<file path="config.mk">
export PLATFORM = sky130hd
export DESIGN_NAME = nip_ctrl
export DESIGN_NICKNAME = d
export VERILOG_FILES = /design/src/rtl/nip_pkg.sv /design/src/rtl/nip_latch.sv /design/src/rtl/nip_pending.sv /design/src/rtl/nip_select.sv /design/src/rtl/nip_ctrl.sv
export SDC_FILE = /design/constraint.sdc
export NUM_CORES = 1
export LEC_CHECK = 0
export CAP_MARGIN = 10
export CORE_UTILIZATION = 45
export DETAILED_ROUTE_END_ITERATION = 7
export PLACE_DENSITY = 0.79
export SETUP_SLACK_MARGIN = 0.2
export SLEW_MARGIN = 15
export SYNTH_ARGS = -nofsm -noshare
export SYNTH_HDL_FRONTEND = slang
export SYNTH_SLANG_ARGS = --single-unit
</file>
<file path="constraint.sdc">
create_clock -name clk -period 3.7 [get_ports clk]
set_input_delay 0.37 -clock clk [delete_from_list [all_inputs] [get_ports clk]]
set_output_delay 0.37 -clock clk [all_outputs]
set_load 0.1 [all_outputs]
</file>
<file path="src/rtl/nip_pkg.sv">
package nip_pkg;
  parameter int NIP_LEVELS = 16;
  parameter int GATE_IDX   = 4;
  parameter int FIRST_LVL  = 5;
  localparam int LVL_W     = $clog2(NIP_LEVELS);

  typedef logic [NIP_LEVELS-1:0] lvl_vec_t;
  typedef logic [LVL_W:0]        lvl_idx_t;   // one extra bit: NIP_LEVELS means "none"

  // Lowest set bit at index >= from, or NIP_LEVELS when there is none.
  function automatic lvl_idx_t lowest_set(input lvl_vec_t v, input int from);
    lvl_idx_t r;
    r = lvl_idx_t'(NIP_LEVELS);
    for (int i = NIP_LEVELS - 1; i >= 0; i--) begin
      if (i >= from && v[i]) r = lvl_idx_t'(i);
    end
    return r;
  endfunction

  // One-hot vector for a level index; all zero for the "none" index.
  function automatic lvl_vec_t onehot_of(input lvl_idx_t idx);
    lvl_vec_t r;
    r = '0;
    for (int i = 0; i < NIP_LEVELS; i++) begin
      if (idx == lvl_idx_t'(i)) r[i] = 1'b1;
    end
    return r;
  endfunction

  // Mask with every bit at index >= from set.
  function automatic lvl_vec_t mask_from(input int from);
    lvl_vec_t r;
    for (int i = 0; i < NIP_LEVELS; i++) r[i] = (i >= from);
    return r;
  endfunction
endpackage

</file>
<file path="src/rtl/nip_latch.sv">
module nip_latch
  import nip_pkg::*;
(
  input  logic     clk,
  input  logic     rst_n,
  input  lvl_vec_t irq_req,
  input  lvl_vec_t clr_onehot,
  output lvl_vec_t latch_q
);
  localparam lvl_vec_t REQ_MASK = mask_from(FIRST_LVL);

  lvl_vec_t latch_d;
  lvl_vec_t req_hit;

  assign req_hit = irq_req & REQ_MASK;
  // A new request wins over a same-cycle clear, so it is never lost.
  assign latch_d = (latch_q & ~clr_onehot) | req_hit;

  always_ff @(posedge clk) begin
    if (!rst_n) latch_q <= '0;
    else        latch_q <= latch_d;
  end

  // a latched bit drops only when that level is cleared by an accept
  p_hold_r1: assert property (@(posedge clk) disable iff (!rst_n)
    1'b1 |=> ((($past(latch_q) & ~$past(clr_onehot)) & ~latch_q) == '0));
  // a request on a usable line is visible after one edge
  p_set_r1: assert property (@(posedge clk) disable iff (!rst_n)
    1'b1 |=> ((($past(irq_req) & REQ_MASK) & ~latch_q) == '0));
  // reserved latch bits stay zero
  p_rsvd_latch_r8: assert property (@(posedge clk) disable iff (!rst_n)
    (latch_q & ~REQ_MASK) == '0);
endmodule

</file>
<file path="src/rtl/nip_pending.sv">
module nip_pending
  import nip_pkg::*;
(
  input  logic     clk,
  input  logic     rst_n,
  input  logic     acc_fire,
  input  lvl_vec_t acc_onehot,
  input  logic     ret_push,
  input  logic     ret_pop,
  input  logic     ret_done,
  output lvl_vec_t pend_q,
  output lvl_idx_t serv_lvl
);
  localparam lvl_vec_t GATE_BIT  = lvl_vec_t'(1) << GATE_IDX;
  localparam lvl_vec_t BASE_BIT  = lvl_vec_t'(1) << (NIP_LEVELS - 1);
  localparam lvl_vec_t PEND_MASK = mask_from(FIRST_LVL) | GATE_BIT;

  lvl_vec_t pend_d;
  lvl_vec_t serv_onehot;
  logic     ret_fire, pop_fire, push_fire;

  assign serv_lvl    = lowest_set(pend_q, FIRST_LVL);
  assign serv_onehot = onehot_of(serv_lvl);

  // Strobe priority when several collide: accept, return, pop, push.
  assign ret_fire  = ret_done & ~acc_fire;
  assign pop_fire  = ret_pop  & ~acc_fire & ~ret_done;
  assign push_fire = ret_push & ~acc_fire & ~ret_done & ~ret_pop;

  always_comb begin
    pend_d = pend_q;
    if (acc_fire)       pend_d = pend_q | acc_onehot | GATE_BIT;
    else if (ret_fire)  pend_d = pend_q & ~serv_onehot & ~GATE_BIT;
    else if (pop_fire)  pend_d = pend_q | GATE_BIT;
    else if (push_fire) pend_d = pend_q & ~GATE_BIT;
    pend_d = pend_d & PEND_MASK;
  end

  always_ff @(posedge clk) begin
    if (!rst_n) pend_q <= BASE_BIT;
    else        pend_q <= pend_d;
  end

  // accept marks the level active and closes the gate
  p_accept_r2: assert property (@(posedge clk) disable iff (!rst_n)
    acc_fire |=> ((pend_q & ($past(acc_onehot) | GATE_BIT)) == ($past(acc_onehot) | GATE_BIT)));
  // push opens the gate
  p_push_r4: assert property (@(posedge clk) disable iff (!rst_n)
    push_fire |=> !pend_q[GATE_IDX]);
  // pop closes the gate
  p_pop_r5: assert property (@(posedge clk) disable iff (!rst_n)
    pop_fire |=> pend_q[GATE_IDX]);
  // return drops the serviced level and the gate, nothing else
  p_ret_r6: assert property (@(posedge clk) disable iff (!rst_n)
    ret_fire |=> (pend_q == ($past(pend_q) & ~$past(serv_onehot) & ~GATE_BIT)));
  // reserved pending bits stay zero
  p_rsvd_pend_r8: assert property (@(posedge clk) disable iff (!rst_n)
    pend_q[GATE_IDX-1:0] == '0);
  // Input rule: at most one handshake strobe per cycle
  p_strobe_excl: assert property (@(posedge clk) disable iff (!rst_n)
    $onehot0({acc_fire, ret_push, ret_pop, ret_done}));
endmodule

</file>
<file path="src/rtl/nip_select.sv">
module nip_select
  import nip_pkg::*;
(
  input  lvl_vec_t          latch_q,
  input  logic              gate_closed,
  input  lvl_idx_t          serv_lvl,
  output logic              take_req,
  output logic [LVL_W-1:0]  take_lvl,
  output lvl_vec_t          take_onehot
);
  lvl_idx_t best;

  assign best        = lowest_set(latch_q, 0);
  assign take_req    = (latch_q != '0) && !gate_closed && (best < serv_lvl);
  assign take_lvl    = best[LVL_W-1:0];
  assign take_onehot = onehot_of(best);

  // a closed gate blocks any take
  p_gate_r3: assert final (!(gate_closed && take_req));
  // only strictly higher priority than the serviced level is offered
  p_outrank_r4: assert final (!take_req || ({1'b0, take_lvl} < serv_lvl));
  // no latched bit below the selected index
  p_lowest_r7: assert final (!take_req || ((latch_q & ((lvl_vec_t'(1) << take_lvl) - 1'b1)) == '0));
endmodule

</file>
<file path="src/rtl/nip_ctrl.sv">
module nip_ctrl
  import nip_pkg::*;
(
  input  logic                  clk,
  input  logic                  rst_n,
  input  logic [NIP_LEVELS-1:0] irq_req,
  input  logic                  ack_take,
  input  logic                  ret_push,
  input  logic                  ret_pop,
  input  logic                  ret_done,
  output logic [NIP_LEVELS-1:0] latch_q,
  output logic [NIP_LEVELS-1:0] pend_q,
  output logic                  take_req,
  output logic [LVL_W-1:0]      take_lvl
);
  lvl_vec_t take_onehot;
  lvl_vec_t acc_onehot;
  lvl_idx_t serv_lvl;
  logic     acc_fire;

  // An accept counts only while a take is being offered.
  assign acc_fire   = ack_take & take_req;
  assign acc_onehot = take_onehot & {NIP_LEVELS{acc_fire}};

  nip_latch u_latch (
    .clk(clk), .rst_n(rst_n), .irq_req(irq_req),
    .clr_onehot(acc_onehot), .latch_q(latch_q)
  );

  nip_pending u_pend (
    .clk(clk), .rst_n(rst_n), .acc_fire(acc_fire), .acc_onehot(acc_onehot),
    .ret_push(ret_push), .ret_pop(ret_pop), .ret_done(ret_done),
    .pend_q(pend_q), .serv_lvl(serv_lvl)
  );

  nip_select u_sel (
    .latch_q(latch_q), .gate_closed(pend_q[GATE_IDX]), .serv_lvl(serv_lvl),
    .take_req(take_req), .take_lvl(take_lvl), .take_onehot(take_onehot)
  );

  // an accept removes the level from the latch unless re-requested
  p_clear_r2: assert property (@(posedge clk) disable iff (!rst_n)
    (acc_fire && !irq_req[take_lvl]) |=> !latch_q[$past(take_lvl)]);
  // ack without an offer leaves both registers unchanged
  p_noack_r2: assert property (@(posedge clk) disable iff (!rst_n)
    (ack_take && !take_req && !ret_push && !ret_pop && !ret_done && irq_req == '0)
      |=> ($stable(latch_q) && $stable(pend_q)));
endmodule

</file>
==> results.json, run 1 <==
{
  "status": "completed",
  "crit_slowest_cell": "a21oi_4",
  "cts_buffer_depth": 2,
  "ys_top_cells_by_count": "nor2_1 (31), dfxtp_1 (28), a21oi_1 (19)",
  "synth_top_cell_by_area": "dfxtp_1",
  "first_pass_iters": 4,
  "critPathRequiredTime_ns": 3.92,
  "synthAdderAreaFrac_pct": 2.18,
  "pwr_density_cell_mw_per_mm2": 615,
  "post_cts_resized": 0,
  "slew_headroom_pct": 34.7,
  "avgSynthCellArea_um2": 8.16,
  "synthArstFlopShare_pct": 0,
  "multi_input_area_mm2": 0.00109,
  "wire_per_inst_um": 15.9,
  "start_util_pct": 47.0,
  "ctsHoldBuffers": 0,
  "synth_mux_area_share_pct": 0,
  "period_share_pct": 88.0,
  "die_x_um": 63.9,
  "cts_buffers": 3,
  "dpl_worst_slack_ns": 0.543,
  "nFillCells": 320,
  "die_area_mm2": 0.00408,
  "setup_ws_ns": 0.444,
  "ys_ff_latch": 28,
  "rsz0062_at_grt": "false",
  "port_buffers": 49,
  "synth_xor_area_share_pct": 0,
  "synth_top_family_by_area": "compound AO/OA/AOI/OAI gates",
  "slowest_delay_ns": 0.48,
  "ant_nets": 0,
  "path_cells": "or4_1 -> o32ai_1 -> a21oi_1 -> clkinv_4 -> ha_1 -> and3_1 -> nand4_1 -> o21ai_2 -> a21oi_4 -> buf_4 -> a41oi_1 -> nor3b_2",
  "drive_gt1_share_pct": 19.6,
  "report.final.slew_viol_count": 0,
  "htreeDepth": 1,
  "yosysUniqueCellTypes": 46,
  "yosysWarnings": 0,
  "routed_via_density": 5.83,
  "grt_pass1_vias": 1562,
  "synth_most_common_cell": "nor2_1",
  "synth_compound_area_share_pct": 30.2,
  "yosysTopAreaCellShare_pct": 32.6,
  "drc_errors": 0,
  "fin_nets": 286,
  "cts-root-buf": "clkbuf_8",
  "drt_iter0_markers": 128,
  "synth_edf_count": 0,
  "cap_violations": 0,
  "grt_pass1_wl_mm": 7.88,
  "p_leak_uw": 0.000878,
  "regArea_um2": 581,
  "fmax_mhz": 307,
  "min_path_type": "reg2reg",
  "rrSetupSlack_ns": 0.44,
  "ys_seq_area_share_pct": 32.6,
  "yosys.area_share.simple_pct": 28.1,
  "cp-end-kind": "flip-flop",
  "worstMarginPinSlew_ns": 0.977,
  "grt_start_max_net_pins": 29,
  "worstSetupPathType": "reg2reg",
  "crit_fanout": 19,
  "antenna_found_initial": 0,
  "grt.overflow.total": 0,
  "hold_violations": 0,
  "setup_violations": 0,
  "rows": 22,
  "place.gp.congestion": 0.830,
  "ios": 59,
  "route.vias.total": 1796,
  "fin_crit_ns": 3.26,
  "cp.arrival_ns": 3.47,
  "cts.sinks": 28,
  "path_clk_slew_ns": 0.10,
  "synth_cells": 211,
  "ys.flop_type": "dfxtp_1",
  "core_area_mm2": 0.00366,
  "clk_latency_ns": 0.28,
  "synth_top_cells_by_area": "dfxtp_1 (33%), nor2_1 (6.8%), a21oi_1 (5.5%)",
  "area_delta_synth_final_pct": 37.2,
  "cp-start-kind": "flip-flop",
  "tns_ns": 0,
  "syn_area_mm2": 0.00172,
  "die-height_um": 63.9,
  "hpwlAfterDp_mm": 3.60,
  "cts_tree": "built",
  "peakVddDrop_v": 0.000458,
  "fin_skew_ns": 0.00761,
  "drt-total-wl_mm": 4.89,
  "n_antenna_cell": 0,
  "postCtsSetupRepairBufs": 0,
  "grt_use_total_pct": 24.4
}
worst paths after layout:
check	from	end	cells past startpoint
worst max register to register	u_latch.latch_q[0]$_SDFF_PN0_	u_pend.pend_q[8]$_SDFFE_PN0P_	12
worst max-delay path	u_latch.latch_q[0]$_SDFF_PN0_	u_pend.pend_q[8]$_SDFFE_PN0P_	12
worst min register to register	u_latch.latch_q[4]$_SDFF_PN0_	u_latch.latch_q[4]$_SDFF_PN0_	2
worst min-delay path	u_latch.latch_q[4]$_SDFF_PN0_	u_latch.latch_q[4]$_SDFF_PN0_	2
final cells by class:
type / instances / share of cell area [%]
inverters: 12 / 2.12
clock inverters: 1 / 1.27
well taps: 48 / 2.54
multi-input cells: 164 / 46.0
repair buffers: 52 / 21.7
clock buffers: 3 / 1.75
flip-flops and latches: 28 / 24.6
per-layer routing:
metal  global-route usage, %  share of wire, %  vias up
met5                       0                 0        -
met4                    5.11              0.49        0
met3                    3.75               6.2        4
met2                    38.7                47       63
met1                    34.6                46      845
li1                        -                 -      884
through the flow:
step,cell area (um^2),util (%),cells,hold slack (ns),total power [uW]
final,2360,64.5,308,0.478,1450
after global routing,2360,64.5,308,0.493,1510
after CTS,2360,64.5,308,0.479,1450
after detailed placement,2290,62.6,304,0.465,1200
after global placement,2290,62.6,304,0.460,1200
after floorplan,1790,-,214,0.506,1020
report_power, final:
part | leakage (uW) | switching [uW] | internal [uW] | total (uW)
sequential | 0.000234 | 36.1 | 326 | 362
clock | 0.0000357 | 104 | 145 | 249
combinational | 0.000608 | 593 | 249 | 842
total | 0.000878 | 733 | 720 | 1450
logic make-up (layout without fill, tap and decap cells):
kind of cell	after synthesis	count (layout)
simple gates	86	86
fa+ha+maj	3	3
compound gates	71	71
flops	28	28
buf+inv	22	68
other cells	1	4
worst max-delay path: cells and delay by family, from the launching register on:
| kind | cells | cell delay (ns) |
|---|---|---|
| compound gates | 5 | 1.29 |
| simple gates | 4 | 0.66 |
| flops | 1 | 0.45 |
| buf+inv | 2 | 0.45 |
| fa+ha+maj | 1 | 0.33 |
state kept, by name, indices dropped and copies added (netlist names):
register	cells
u_pend.pend_q	12
u_latch.latch_q	16
layout by cell type (no fill, tap or decap), types with 5 or more instances in the layout:
cell              n
o31ai_1           9
nor3_1            5
nor2_1           31
dfxtp_2          16
inv_1            11
buf_4             7
a21oi_1          17
o21ai_0          10
nand3_1           6
a41oi_1           5
dfxtp_1          12
o21a_1            5
nand2_1          14
clkdlybuf4s50_1  44
(Power assumes the default switching activity.)
==> run 2, diff against run 1 <==
--- a/config.mk
+++ b/config.mk
@@ -10,6 +10,7 @@
 export DETAILED_ROUTE_END_ITERATION = 7
 export PLACE_DENSITY = 0.79
 export SETUP_SLACK_MARGIN = 0.2
+export SKIP_CTS_REPAIR_TIMING = 1
 export SLEW_MARGIN = 15
 export SYNTH_ARGS = -nofsm -noshare
 export SYNTH_HDL_FRONTEND = slang
==> constraint.sdc (replaced) <==
create_clock -name clk -period 3.7 [get_ports clk]
set_input_delay 1.11 -clock clk [delete_from_list [all_inputs] [get_ports clk]]
set_output_delay 1.11 -clock clk [all_outputs]
set_load 0.1 [all_outputs]
==> run 2 against run 1 <==
Against the previous run:
- via count increased by 6.5%
- setup slack lost 0.37 ns
- power is 5.1% higher
- clock-buffer cell count grew 1
- critical path type is now reg2out
- largest power group unchanged
- worst hold slack improved by 0.018 ns
- critical path depth is 2 lower
- die area unchanged
- routed wire length is 5.9% higher
- global-route usage increased by 0.73 points
- clock power shrank 10%
==> results.json, run 2 (same netlist as run 1, synthesis figures left out) <==
{
  "hold_depth": 2,
  "fin_cells": 324,
  "die_x_um": 63.9,
  "cap_violations": 0,
  "drc_errors": 0,
  "drive_gt1_share_pct": 40.9,
  "slew_headroom_pct": 40.3,
  "hpwlAfterDp_mm": 3.66,
  "dp_cells": 309,
  "port_buffers": 49,
  "grt_pass1_wl_mm": 8.02,
  "first_pass_iters": 4,
  "tns_ns": 0,
  "core_area_mm2": 0.00366,
  "cts_buffer_depth": 2,
  "report.final.slew_viol_count": 0,
  "nFillCells": 303,
  "ant_nets": 0,
  "fmax_mhz": 275,
  "cp-end-kind": "output pin",
  "path_clk_slew_ns": 0.10,
  "critPathRequiredTime_ns": 2.59,
  "fin_nets": 302,
  "cts.sinks": 28,
  "crit_top_cell": "a21oi_4",
  "n_antenna_cell": 0,
  "cp-start-kind": "flip-flop",
  "setup_ws_ns": 0.0697,
  "die-height_um": 63.9,
  "min_to": "u_latch.latch_q[1]$_SDFF_PN0_",
  "r2r-end": "u_latch.latch_q[6]$_SDFF_PN0_",
  "largestRegisters": "u_latch.latch_q: 16 flops, u_pend.pend_q: 12 flops",
  "clk_latency_ns": 0.29,
  "reg2reg_from": "u_latch.latch_q[1]$_SDFF_PN0_",
  "whs_ns": 0.496,
  "fin_crit_ns": 3.63,
  "worstMarginPinSlew_ns": 0.892,
  "reg2reg_depth": 13,
  "grt_start_max_net_pins": 29,
  "crit_buf_inv": 2,
  "route.vias.total": 1913,
  "wire_per_inst_um": 16.0,
  "grt_pass1_vias": 1560,
  "pwr_density_cell_mw_per_mm2": 594,
  "hp-start": "u_latch.latch_q[1]$_SDFF_PN0_",
  "final_common_cell": "buf_4",
  "cts_buffers": 3,
  "dpl_worst_slack_ns": 0.252,
  "min_path_type": "reg2reg",
  "p_leak_uw": 0.00103,
  "cts_tree": "built",
  "rows": 22,
  "largest_reg_flops": 16,
  "rrSetupSlack_ns": 0.59,
  "crit_slowest_cell": "or4_4",
  "htreeDepth": 1,
  "crit_fanout": 7,
  "hold_violations": 0,
  "worstSetupPathType": "reg2out",
  "place.gp.congestion": 0.831,
  "area_delta_synth_final_pct": 49.3,
  "start_util_pct": 47.0,
  "layout_common_cells": "buf_4 (50), nor2_1 (31), a21oi_1 (16), clkdlybuf4s50_1 (16), dfxtp_2 (13)",
  "cp.arrival_ns": 2.52,
  "setup_violations": 0,
  "rsz0062_at_grt": "true",
  "antenna_found_initial": 0,
  "grt_use_total_pct": 25.1,
  "routed_via_density": 5.90,
  "ios": 59,
  "slowest_delay_ns": 0.57,
  "fin_skew_ns": 0.00617,
  "regMostFlops": "u_latch.latch_q",
  "die_area_mm2": 0.00408,
  "crit_family": "simple AND/OR/NAND/NOR gates",
  "drt-total-wl_mm": 5.17,
  "grt.overflow.total": 0,
  "path_cells": "or4_4 -> nor3_4 -> a21oi_4 -> clkinv_4 -> ha_4 -> and3_4 -> nand4_1 -> o21ai_4 -> a21oi_4 -> buf_12",
  "drt_iter0_markers": 121,
  "peakVddDrop_v": 0.000453,
  "period_share_pct": 98.1,
  "cts-root-buf": "clkbuf_8",
  "status": "completed"
}
## run 2: where the power goes
part / internal, uW / total (uW) / switching [uW]
clock: 118 / 224 / 106
combinational: 319 / 941 / 622
sequential: 323 / 363 / 39.7
## run 2: stage by stage
step	util, %	power (uW)	instance area, um^2
6_report	70.2	1530	2570
3_3_place_gp	63.8	1230	2340
5_1_grt	70.2	1600	2570
2_1_floorplan	-	1040	1860
3_5_place_dp	63.8	1240	2340
4_1_cts	65.7	1460	2400
## run 2: worst max-delay path by stage
stage | to | cells after the start | slack [ns] | startpoint
3_3_place_gp | take_req | 10 | 0.28 | u_latch.latch_q[5]$_SDFF_PN0_
5_1_grt | take_req | 9 | -0.03 | u_latch.latch_q[4]$_SDFF_PN0_
3_5_place_dp | take_req | 10 | 0.25 | u_latch.latch_q[5]$_SDFF_PN0_
2_1_floorplan | take_req | 8 | -0.28 | u_latch.latch_q[0]$_SDFF_PN0_
6_report | take_req | 10 | 0.07 | u_latch.latch_q[1]$_SDFF_PN0_
4_1_cts | take_req | 10 | -0.07 | u_latch.latch_q[5]$_SDFF_PN0_
## run 2: worst register-to-register path: cells and delay by family (launching register included)
kind            cells  cell delay [ns]
flops               1             0.38
fa+ha+maj           1             0.18
buf+inv             3             0.35
simple gates        5             1.24
compound gates      4             0.85
## run 2: per-layer routing
layer | part of all wire (%) | up-vias | track usage, %
met5 | 0 | - | 0
met4 | 1.8 | 0 | 5.97
met3 | 7.3 | 16 | 4.11
met2 | 48 | 87 | 40.0
met1 | 43 | 893 | 35.1
li1 | - | 917 | -
## run 2: final cells by class
class | count | area [um^2] | share of cell area, %
multi-input combinational | 164 | 1210 | 47.0
tap | 48 | 60.1 | 2.34
clock buffer | 4 | 66.3 | 2.58
sequential | 28 | 611 | 23.8
timing repair buffer | 68 | 576 | 22.4
inverter | 12 | 50.0 | 1.95
